<file path="config.mk">
export PLATFORM = sky130hd
export DESIGN_NAME = xchg_add_unit
export DESIGN_NICKNAME = d
export VERILOG_FILES = /design/src/rtl/xau_pkg.sv /design/src/rtl/xau_size_dec.sv /design/src/rtl/xau_lane_map.sv /design/src/rtl/xau_add_flags.sv /design/src/rtl/xau_merge.sv /design/src/rtl/xchg_add_unit.sv
export SDC_FILE = /design/constraint.sdc
export NUM_CORES = 1
export LEC_CHECK = 0
export BUFFER_PORTS_ARGS = -buffer_cell sky130_fd_sc_hd__buf_2
export CAP_MARGIN = 20
export CORE_MARGIN = 2
export CORE_UTILIZATION = 45
export CTS_CLUSTER_SIZE = 8
export DETAILED_ROUTE_END_ITERATION = 10
export GPL_TIMING_DRIVEN = 0
export HOLD_SLACK_MARGIN = 0.08
export PLACE_DENSITY = 0.75
export SETUP_SLACK_MARGIN = 0.02
export SYNTH_ARGS = -nofsm -noshare
export SYNTH_HDL_FRONTEND = slang
export SYNTH_HIERARCHICAL = 1
export SYNTH_SLANG_ARGS = --single-unit
</file>
<file path="constraint.sdc">
create_clock -name clk -period 14.06 [get_ports clk]
set_input_delay 2.109 -clock clk [delete_from_list [all_inputs] [get_ports clk]]
set_output_delay 2.109 -clock clk [all_outputs]
set_load 0.05 [all_outputs]
</file>
<file path="src/rtl/xau_pkg.sv">
package xau_pkg;
  typedef enum logic [1:0] {
    SZ_BYTE = 2'd0,
    SZ_HALF = 2'd1,
    SZ_WORD = 2'd2,
    SZ_QUAD = 2'd3
  } opsz_e;

  localparam logic [7:0] OPC_NARROW = 8'hC0;
  localparam logic [7:0] OPC_WIDE   = 8'hC1;

  typedef struct packed {
    logic ovf;
    logic sign;
    logic zero;
    logic half;
    logic parity;
    logic carry;
  } flags_t;

  localparam int FLAG_W = $bits(flags_t);
endpackage

</file>
<file path="src/rtl/xau_size_dec.sv">
module xau_size_dec
  import xau_pkg::*;
(
  input  logic [7:0] opcode,
  input  logic       long_mode,
  input  logic       pfx_wide,
  input  logic       pfx_opsz,
  input  logic       pfx_atomic,
  input  logic       dst_is_mem,
  output opsz_e      size,
  output logic       illegal
);
  logic bad_opc;
  logic bad_atomic;

  always_comb begin
    size    = SZ_WORD;
    bad_opc = 1'b0;
    unique case (opcode)
      OPC_NARROW: size = SZ_BYTE;
      OPC_WIDE: begin
        if (long_mode && pfx_wide) size = SZ_QUAD;
        else if (pfx_opsz)         size = SZ_HALF;
        else                       size = SZ_WORD;
      end
      default: bad_opc = 1'b1;
    endcase
  end

  assign bad_atomic = pfx_atomic && !dst_is_mem;
  assign illegal    = bad_opc || bad_atomic;
endmodule

</file>
<file path="src/rtl/xau_lane_map.sv">
module xau_lane_map #(
  parameter int IDX_W = 4
) (
  input  logic [IDX_W-1:0] enc,
  input  logic             is_byte,
  input  logic             ext_ok,
  input  logic             is_mem,
  output logic [IDX_W-1:0] phys_idx,
  output logic             hi_lane
);
  localparam int HI_BASE = 4;
  localparam int HI_TOP  = 7;

  logic in_hi_range;

  assign in_hi_range = (int'(enc) >= HI_BASE) && (int'(enc) <= HI_TOP);

  always_comb begin
    hi_lane  = 1'b0;
    phys_idx = enc;
    if (is_mem) begin
      phys_idx = '0;
    end else if (is_byte && !ext_ok && in_hi_range) begin
      hi_lane  = 1'b1;
      phys_idx = enc - IDX_W'(HI_BASE);
    end
  end
endmodule

</file>
<file path="src/rtl/xau_add_flags.sv">
module xau_add_flags
  import xau_pkg::*;
#(
  parameter int DATA_W = 64
) (
  input  logic [DATA_W-1:0] opa,
  input  logic [DATA_W-1:0] opb,
  input  opsz_e             size,
  output logic [DATA_W-1:0] sum,
  output flags_t            flags
);
  localparam int NUM_SZ = $clog2(DATA_W / 8) + 1;

  logic [DATA_W-1:0] sum_v [NUM_SZ];
  flags_t            flg_v [NUM_SZ];

  for (genvar g = 0; g < NUM_SZ; g++) begin : g_width
    localparam int W = 8 << g;
    logic [W:0]   full;
    logic [W-1:0] res;

    assign full = {1'b0, opa[W-1:0]} + {1'b0, opb[W-1:0]};
    assign res  = full[W-1:0];

    assign sum_v[g]        = DATA_W'(res);
    assign flg_v[g].carry  = full[W];
    assign flg_v[g].parity = ~^res[7:0];
    assign flg_v[g].half   = opa[4] ^ opb[4] ^ res[4];
    assign flg_v[g].zero   = (res == '0);
    assign flg_v[g].sign   = res[W-1];
    assign flg_v[g].ovf    = (opa[W-1] == opb[W-1]) && (res[W-1] != opa[W-1]);
  end

  assign sum   = sum_v[size];
  assign flags = flg_v[size];
endmodule

</file>
<file path="src/rtl/xau_merge.sv">
module xau_merge
  import xau_pkg::*;
#(
  parameter int DATA_W = 64
) (
  input  logic [DATA_W-1:0] old_full,
  input  logic [DATA_W-1:0] newv,
  input  opsz_e             size,
  input  logic              hi_lane,
  input  logic              to_mem,
  input  logic              long_mode,
  output logic [DATA_W-1:0] merged
);
  localparam int HALF_D = DATA_W / 2;

  logic [DATA_W-1:0] masked;

  always_comb begin
    unique case (size)
      SZ_BYTE: masked = DATA_W'(newv[7:0]);
      SZ_HALF: masked = DATA_W'(newv[15:0]);
      SZ_WORD: masked = DATA_W'(newv[HALF_D-1:0]);
      default: masked = newv;
    endcase
  end

  always_comb begin
    merged = old_full;
    if (to_mem) begin
      merged = masked;
    end else begin
      unique case (size)
        SZ_BYTE: begin
          if (hi_lane) merged[15:8] = newv[7:0];
          else         merged[7:0]  = newv[7:0];
        end
        SZ_HALF: merged[15:0] = newv[15:0];
        SZ_WORD: begin
          if (long_mode) merged = masked;
          else           merged[HALF_D-1:0] = newv[HALF_D-1:0];
        end
        default: merged = newv;
      endcase
    end
  end
endmodule

</file>
<file path="src/rtl/xchg_add_unit.sv">
module xchg_add_unit
  import xau_pkg::*;
#(
  parameter int DATA_W = 64,
  parameter int IDX_W  = 4
) (
  input  logic              clk,
  input  logic              rst,
  input  logic              start,
  input  logic [7:0]        opcode,
  input  logic              long_mode,
  input  logic              pfx_ext,
  input  logic              pfx_wide,
  input  logic              pfx_opsz,
  input  logic              pfx_atomic,
  input  logic              dst_is_mem,
  input  logic [IDX_W-1:0]  dst_enc,
  input  logic [IDX_W-1:0]  src_enc,
  output logic [IDX_W-1:0]  dst_rd_idx,
  output logic [IDX_W-1:0]  src_rd_idx,
  input  logic [DATA_W-1:0] dst_val,
  input  logic [DATA_W-1:0] src_val,
  output logic              done,
  output logic              ud,
  output logic              wr_en,
  output logic [IDX_W-1:0]  dst_wr_idx,
  output logic [DATA_W-1:0] dst_out,
  output logic [IDX_W-1:0]  src_wr_idx,
  output logic [DATA_W-1:0] src_out,
  output logic [FLAG_W-1:0] flags_out
);
  opsz_e             size;
  logic              illegal;
  logic              ext_ok;
  logic              is_byte;
  logic              dst_hi;
  logic              src_hi;
  logic [IDX_W-1:0]  dst_idx;
  logic [IDX_W-1:0]  src_idx;
  logic [DATA_W-1:0] dst_opnd;
  logic [DATA_W-1:0] src_opnd;
  logic [DATA_W-1:0] sum;
  flags_t            flg;
  logic [DATA_W-1:0] dst_new;
  logic [DATA_W-1:0] src_new;
  logic              accept;

  xau_size_dec i_size (
    .opcode    (opcode),
    .long_mode (long_mode),
    .pfx_wide  (pfx_wide),
    .pfx_opsz  (pfx_opsz),
    .pfx_atomic(pfx_atomic),
    .dst_is_mem(dst_is_mem),
    .size      (size),
    .illegal   (illegal)
  );

  assign ext_ok  = long_mode && pfx_ext;
  assign is_byte = (size == SZ_BYTE);

  xau_lane_map #(.IDX_W(IDX_W)) i_dst_map (
    .enc     (dst_enc),
    .is_byte (is_byte),
    .ext_ok  (ext_ok),
    .is_mem  (dst_is_mem),
    .phys_idx(dst_idx),
    .hi_lane (dst_hi)
  );

  xau_lane_map #(.IDX_W(IDX_W)) i_src_map (
    .enc     (src_enc),
    .is_byte (is_byte),
    .ext_ok  (ext_ok),
    .is_mem  (1'b0),
    .phys_idx(src_idx),
    .hi_lane (src_hi)
  );

  assign dst_rd_idx = dst_idx;
  assign src_rd_idx = src_idx;

  assign dst_opnd = dst_hi ? (dst_val >> 8) : dst_val;
  assign src_opnd = src_hi ? (src_val >> 8) : src_val;

  xau_add_flags #(.DATA_W(DATA_W)) i_add (
    .opa  (dst_opnd),
    .opb  (src_opnd),
    .size (size),
    .sum  (sum),
    .flags(flg)
  );

  xau_merge #(.DATA_W(DATA_W)) i_dst_merge (
    .old_full (dst_val),
    .newv     (sum),
    .size     (size),
    .hi_lane  (dst_hi),
    .to_mem   (dst_is_mem),
    .long_mode(long_mode),
    .merged   (dst_new)
  );

  xau_merge #(.DATA_W(DATA_W)) i_src_merge (
    .old_full (src_val),
    .newv     (dst_opnd),
    .size     (size),
    .hi_lane  (src_hi),
    .to_mem   (1'b0),
    .long_mode(long_mode),
    .merged   (src_new)
  );

  assign accept = start && !illegal;

  always_ff @(posedge clk) begin
    if (rst) begin
      done       <= 1'b0;
      ud         <= 1'b0;
      wr_en      <= 1'b0;
      dst_wr_idx <= '0;
      src_wr_idx <= '0;
      dst_out    <= '0;
      src_out    <= '0;
      flags_out  <= '0;
    end else begin
      done  <= start;
      ud    <= start && illegal;
      wr_en <= accept;
      if (accept) begin
        dst_wr_idx <= dst_idx;
        src_wr_idx <= src_idx;
        dst_out    <= dst_new;
        src_out    <= src_new;
        flags_out  <= flg;
      end
    end
  end
endmodule

</file>
Yosys cells after proc, flatten, opt, wreduce, memory -nomap -nowiden
Index checks and enable logic that the tools add are counted.
{ "op_classes": {"add_sub_neg": 6, "mul": 0, "div": 0, "n_lt_le_gt_ge": 5, "eq_ne": 12, "shift": 0, "n_mux": 31, "n_bitwise": 6, "reduce_logical": 29} }
{ "ops": {"columns": ["cell", "n"], "rows": [
  ["$mux 64", 5],
  ["$pmux 48 s2", 2],
  ["$pmux 64 s3", 1],
  ["$bmux 64 s2", 1],
  ["$mux 32", 3],
  ["$add 64x64->65", 1],
  ["$logic_not 64->1", 1],
  ["$add 32x32->33", 1],
  ["$logic_not 32->1", 1],
  ["$mux 8", 4],
  ["$pmux 16 s2", 1],
  ["$reduce_xnor 8->1", 4],
  ["$add 16x16->17", 1],
  ["$eq 8x8->1 const B", 2],
  ["$logic_not 16->1", 1],
  ["$mux 16", 1],
  ["$logic_and 1x1->1", 14],
  ["$bmux 6 s2", 1],
  ["$mux 4", 3],
  ["$mux 6", 2],
  ["$add 8x8->9", 1],
  ["$ge 4x3->1 const B", 2],
  ["$le 4x3->1 const B", 2],
  ["$logic_not 8->1", 1],
  ["other kinds (15)", 33]
]} }
{ "word_totals": {"regBits": 145, "latch_bits": 0, "ram_bits": 0, "mem_bits_ro": 0, "out_inout_bits": 153, "memories": 0} }

Depth between registers and ports, before layout
{ "depth": {"word_depth": 17, "ltp_mapped": 26} }

Cells and area by module
The synthesis kept the hierarchy.
{ "by_module_without_submodules": {"columns": ["module", "n_inst", "cells_each", "area_each_um2"], "rows": [
  ["xchg_add_unit", 1, 800, 8321.7],
  ["xau_add_flags", 1, 788, 5172.5],
  ["xau_merge", 2, 95, 835.8],
  ["xau_lane_map", 2, 12, 91.3],
  ["xau_size_dec", 1, 9, 67.6]
]} }

Least setup slack after synthesis
OpenSTA, ideal clock, no wires.
{ "synth_path": {"path_kind": "input port to flip-flop", "from": "input port opcode[2]", "to": "register flags_out[4]", "setup_ns": 0.120, "arrival_ns": 6.923, "setup_slack_ns": 7.018, "stages": 22, "cell_sequence": "and4bb_1 o211ai_1 nor2_1 and3b_1 nor2b_1 buf_2 buf_2 mux2_2 ha_1 buf_6 nand2_1 o21a_1 a21bo_2 a211oi_2 a21oi_1 or2_1 o31a_1 or3_1 and2_1 mux4_2 nand4bb_1 o21ai_1"} }
{ "synth_rtl": {"columns": ["item", "line_no", "rtl"], "rows": [
  ["start: declaration", "xchg_add_unit.sv:10", "input logic [7:0] opcode,"],
  ["end signal: assignment", "xchg_add_unit.sv:135", "flags_out <= flg;"],
  ["end: declaration", "xchg_add_unit.sv:30", "output logic [FLAG_W-1:0] flags_out"]
]} }

==> impl_results.md <==
- Dpl hpwl: 55.7 mm
- Main combinational cell family by area after synthesis: simple AND/OR/NAND/NOR gates
- Avg Inst Size Synth: 8.51 um2
- TritonCTS clock tree: yes
- Fin. max-slew vios: 0
- WL final: 67.0 mm
- Layout area overhead: 17.6%
- Crit-path most repeated cell: buf_2
- CP endpoint kind: flop
- Slowest stage delay, CP: 920 ps
- CTS clk-pin slew, worst paths: 70 ps
- Clk sinks: 145
- Worst-margin pin slew: 1070 ps
- Slew HR: 26.9%
- Initial Utilization: 45.9%
- # IOs: 306
- Setup CP Type: in2reg
- Setup TNS: 0 ps
- Yosys reg bits: 145
- Pwr dens: 76.1 mW/mm2
- Worst r2r dst: src_out[63]
- CP max FO: 12
- Worst Hold Path Cells: 2
- Gr usage total: 36.3%
- Nets@finish: 2368
- Post-DRT Antenna Nets: 0
- Cells after Synth: 1811
- Hold violation total from the final report: 0
- Crit-path cells: buf_2, and4bb_1, and4b_1, nor2_1, and3b_1, nor2b_1, buf_2, buf_2, mux2_2, ha_1, clkbuf_1, a21oi_1, o21ai_0, o311ai_1, a21oi_2, o21ai_1, o31ai_1, xor2_1, a2111oi_0, nand4_1, nand2_1, nand4bb_1, o21ai_1
- Clk_skew: 0 ps
- Total CTS buffers: 17
- Peak VDD IR: 0.0942 mV
- Sequential cell area: 0.00290 mm2
- Yosys warnings: 6
- Worst path bufs/invs: 4
- Post-DP Area: 0.0175 mm2
- Post-route clock period utilization: 67.2%
- Fill count: 3248
- Global-route wire length before repair: 96.9 mm
- Hold Path End: src_out[12]
- Top cell family by delay on the critical path: compound AO/OA/AOI/OAI gates
- Tot Pwr: 1380 uW
- MaxCap Viol Count: 0
- Seq/Total Area, Yosys: 18.8%
- Die width: 189 um
- Adder-Cell Fraction of Synth Area: 5.81%
- WHS: 465 ps
- Mux share of post-synthesis cell area: 11.2%
- Die Ht: 189 um
- Tmin final: 9440 ps
- Initial DRC count: 1840
- Final setup vio count: 0
- Worst R2R Start: src_out[63]
- Vias: 16300
- Setup crit start kind: primary input
- First-pass iteration count of the detailed router: 6
- Utilization after layout: 53.9%
- Fmax: 106 MHz
- Root Buffer: clkbuf_16
- Core area: 0.0336 mm2
- # H-tree levels: 4
- Die area: 0.0358 mm2
- Worst hold start: src_out[12]
- Synth unique cells: 93
- R2r setup slk: 13420 ps
- Clock Path Buffers: 2
- Worst r2r path cells: 2
- Worst EP required: 14450 ps
- Post-CTS Setup Inserts: 0
- Post-Synth XOR/XNOR Area: 3.12%
- Worst Path Arrival: 9830 ps
- Static leakage: 0.00744 uW
- Status: completed
- Area of the multi-input gates: 0.0115 mm2
- Vias per std cell: 6.24
- CTS resizes: 0
- WL/cell: 25.7 um
- Final RePlAce weighted congestion: 1.03
- Synth async-reset ratio: 0%
- Skew-Pair Late Insertion Delay: 450 ps
- Vias in the first global route: 15000
- Final Instance Area: 0.0181 mm2
- Pin count of the biggest net entering global routing: 17
- Post-synth EDFFs: 0
- Hold Crit Class: reg2reg
- RSZ-0062 raised after global routing: false
- Slowest CP cell: a2111oi_0
- Synth Flop Type: dfxtp_1
- Post-Synth Simple-Gate Area: 28.7%
- Post-CTS Hold Buffers: 0
- Share of layout cells above drive strength 1: 30.5%
- DRC: 0
- Grt ovf: 0
- Compound-Gate Fraction of Synth Area: 25.6%
- Mapped cell area: 0.0154 mm2
- I/O Buffers: 303
- Initial antenna violation count: 3
- Row cnt: 67
==> worst max path at each step <==
stage / cells after the start / slack [ps] / from / endpoint
2_1_floorplan: 22 / 7020 / opcode[2] / flags_out[4]
3_3_place_gp: 23 / 4120 / opcode[2] / flags_out[3]
3_5_place_dp: 23 / 4630 / opcode[6] / flags_out[3]
4_1_cts: 23 / 5070 / opcode[6] / flags_out[3]
5_1_grt: 23 / 4560 / long_mode / flags_out[3]
6_report: 23 / 4620 / opcode[6] / flags_out[3]
==> power by group <==
part | internal (uW) | switching [uW] | total [uW]
clock | 254 | 220 | 474
sequential | 411 | 0.383 | 412
combinational | 184 | 309 | 494
total | 850 | 530 | 1380
==> flip-flops by register name (all words and copies together) (netlist names) <==
signal      count
done            1
dst_out        64
dst_wr_idx      4
flags_out       6
src_out        64
src_wr_idx      4
ud              1
wr_en           1
==> synthesized netlist by cell type, types with 9 or more instances <==
library cell | n | share of area (%)
a211oi_1 | 9 | 0.44
a21o_1 | 23 | 1.1
a21oi_1 | 78 | 2.5
a22o_1 | 32 | 1.8
a31oi_1 | 9 | 0.37
a32o_1 | 64 | 4.2
and2_1 | 25 | 1.0
and3_1 | 13 | 0.53
buf_2 | 50 | 1.6
clkbuf_1 | 92 | 2.2
clkbuf_2 | 9 | 0.29
dfxtp_1 | 145 | 19
ha_1 | 70 | 5.7
inv_1 | 32 | 0.78
mux2_2 | 129 | 9.4
mux2i_1 | 20 | 1.3
nand2_1 | 73 | 1.8
nand2b_1 | 152 | 6.2
nand3_1 | 16 | 0.52
nand4_1 | 30 | 1.2
nand4bb_1 | 142 | 10
nor2_1 | 87 | 2.1
nor2b_1 | 33 | 1.3
nor3_1 | 24 | 0.78
o211ai_1 | 10 | 0.49
o21a_1 | 16 | 0.78
o21ai_0 | 49 | 1.6
o21ai_1 | 82 | 2.7
o21ai_2 | 70 | 4.0
o21bai_1 | 10 | 0.49
o2bb2ai_1 | 17 | 0.97
or3_1 | 9 | 0.37
xnor2_1 | 29 | 1.6
xor2_1 | 26 | 1.5
==> cells in the final DEF (no fill, tap or decap), types with 32 or more instances in the layout <==
master,synthesis,layout
nand2b_1,152,152
dfxtp_1,145,145
nand4bb_1,142,142
nor2b_1,33,33
o21ai_0,49,49
inv_1,32,32
nand2_1,73,73
o21ai_1,82,82
ha_1,70,70
nor2_1,87,87
mux2_2,129,129
a22o_1,32,32
a21oi_1,78,78
a32o_1,64,64
o21ai_2,70,70
clkbuf_1,92,92
buf_2,50,353
==> metal layers <==
layer / global-route usage [%] / vias up / routed length [um]
met1: 54.9 / 7851 / 31900
met2: 50.3 / 851 / 26500
met4: 9.68 / 4 / 1570
met5: 0 / - / 14
met3: 9.18 / 82 / 7080
li1: - / 7487 / -
==> kinds of logic (layout without fill, tap and decap cells) <==
logic type / Yosys count / in the layout
simple gates: 646 / 646
xor+xnor: 55 / 55
buf+inv: 202 / 538
flops: 145 / 145
compound gates: 538 / 538
other cells: 1 / 15
mux: 153 / 153
fa+ha+maj: 71 / 71
==> stage by stage <==
stage / std cells / worst slack, ps
final: 2609 / 4620
after global routing: 2605 / 4560
after CTS: 2605 / 5070
after detailed placement: 2573 / 4630
after global placement: 2572 / 4120
after floorplan: 1821 / 7020
==> worst register-to-register path, delay by kind of cell (launching register included) <==
family	cells	cell delay, ps
AOI/OAI and AO/OA	1	130
DFF	1	380
and+or+nand+nor	1	60
==> area by class of cell <==
class	instances	share of cell area [%]
diodes	4	0.0552
repair buffers	304	8.40
clock buffers	18	2.42
flip-flops and latches	145	16.0
plain buffers	170	5.00
well taps	448	3.09
inverters	32	0.662
multi-input cells	1474	63.6
clock inverters	14	0.800
Power figures use the tool's default switching activity.
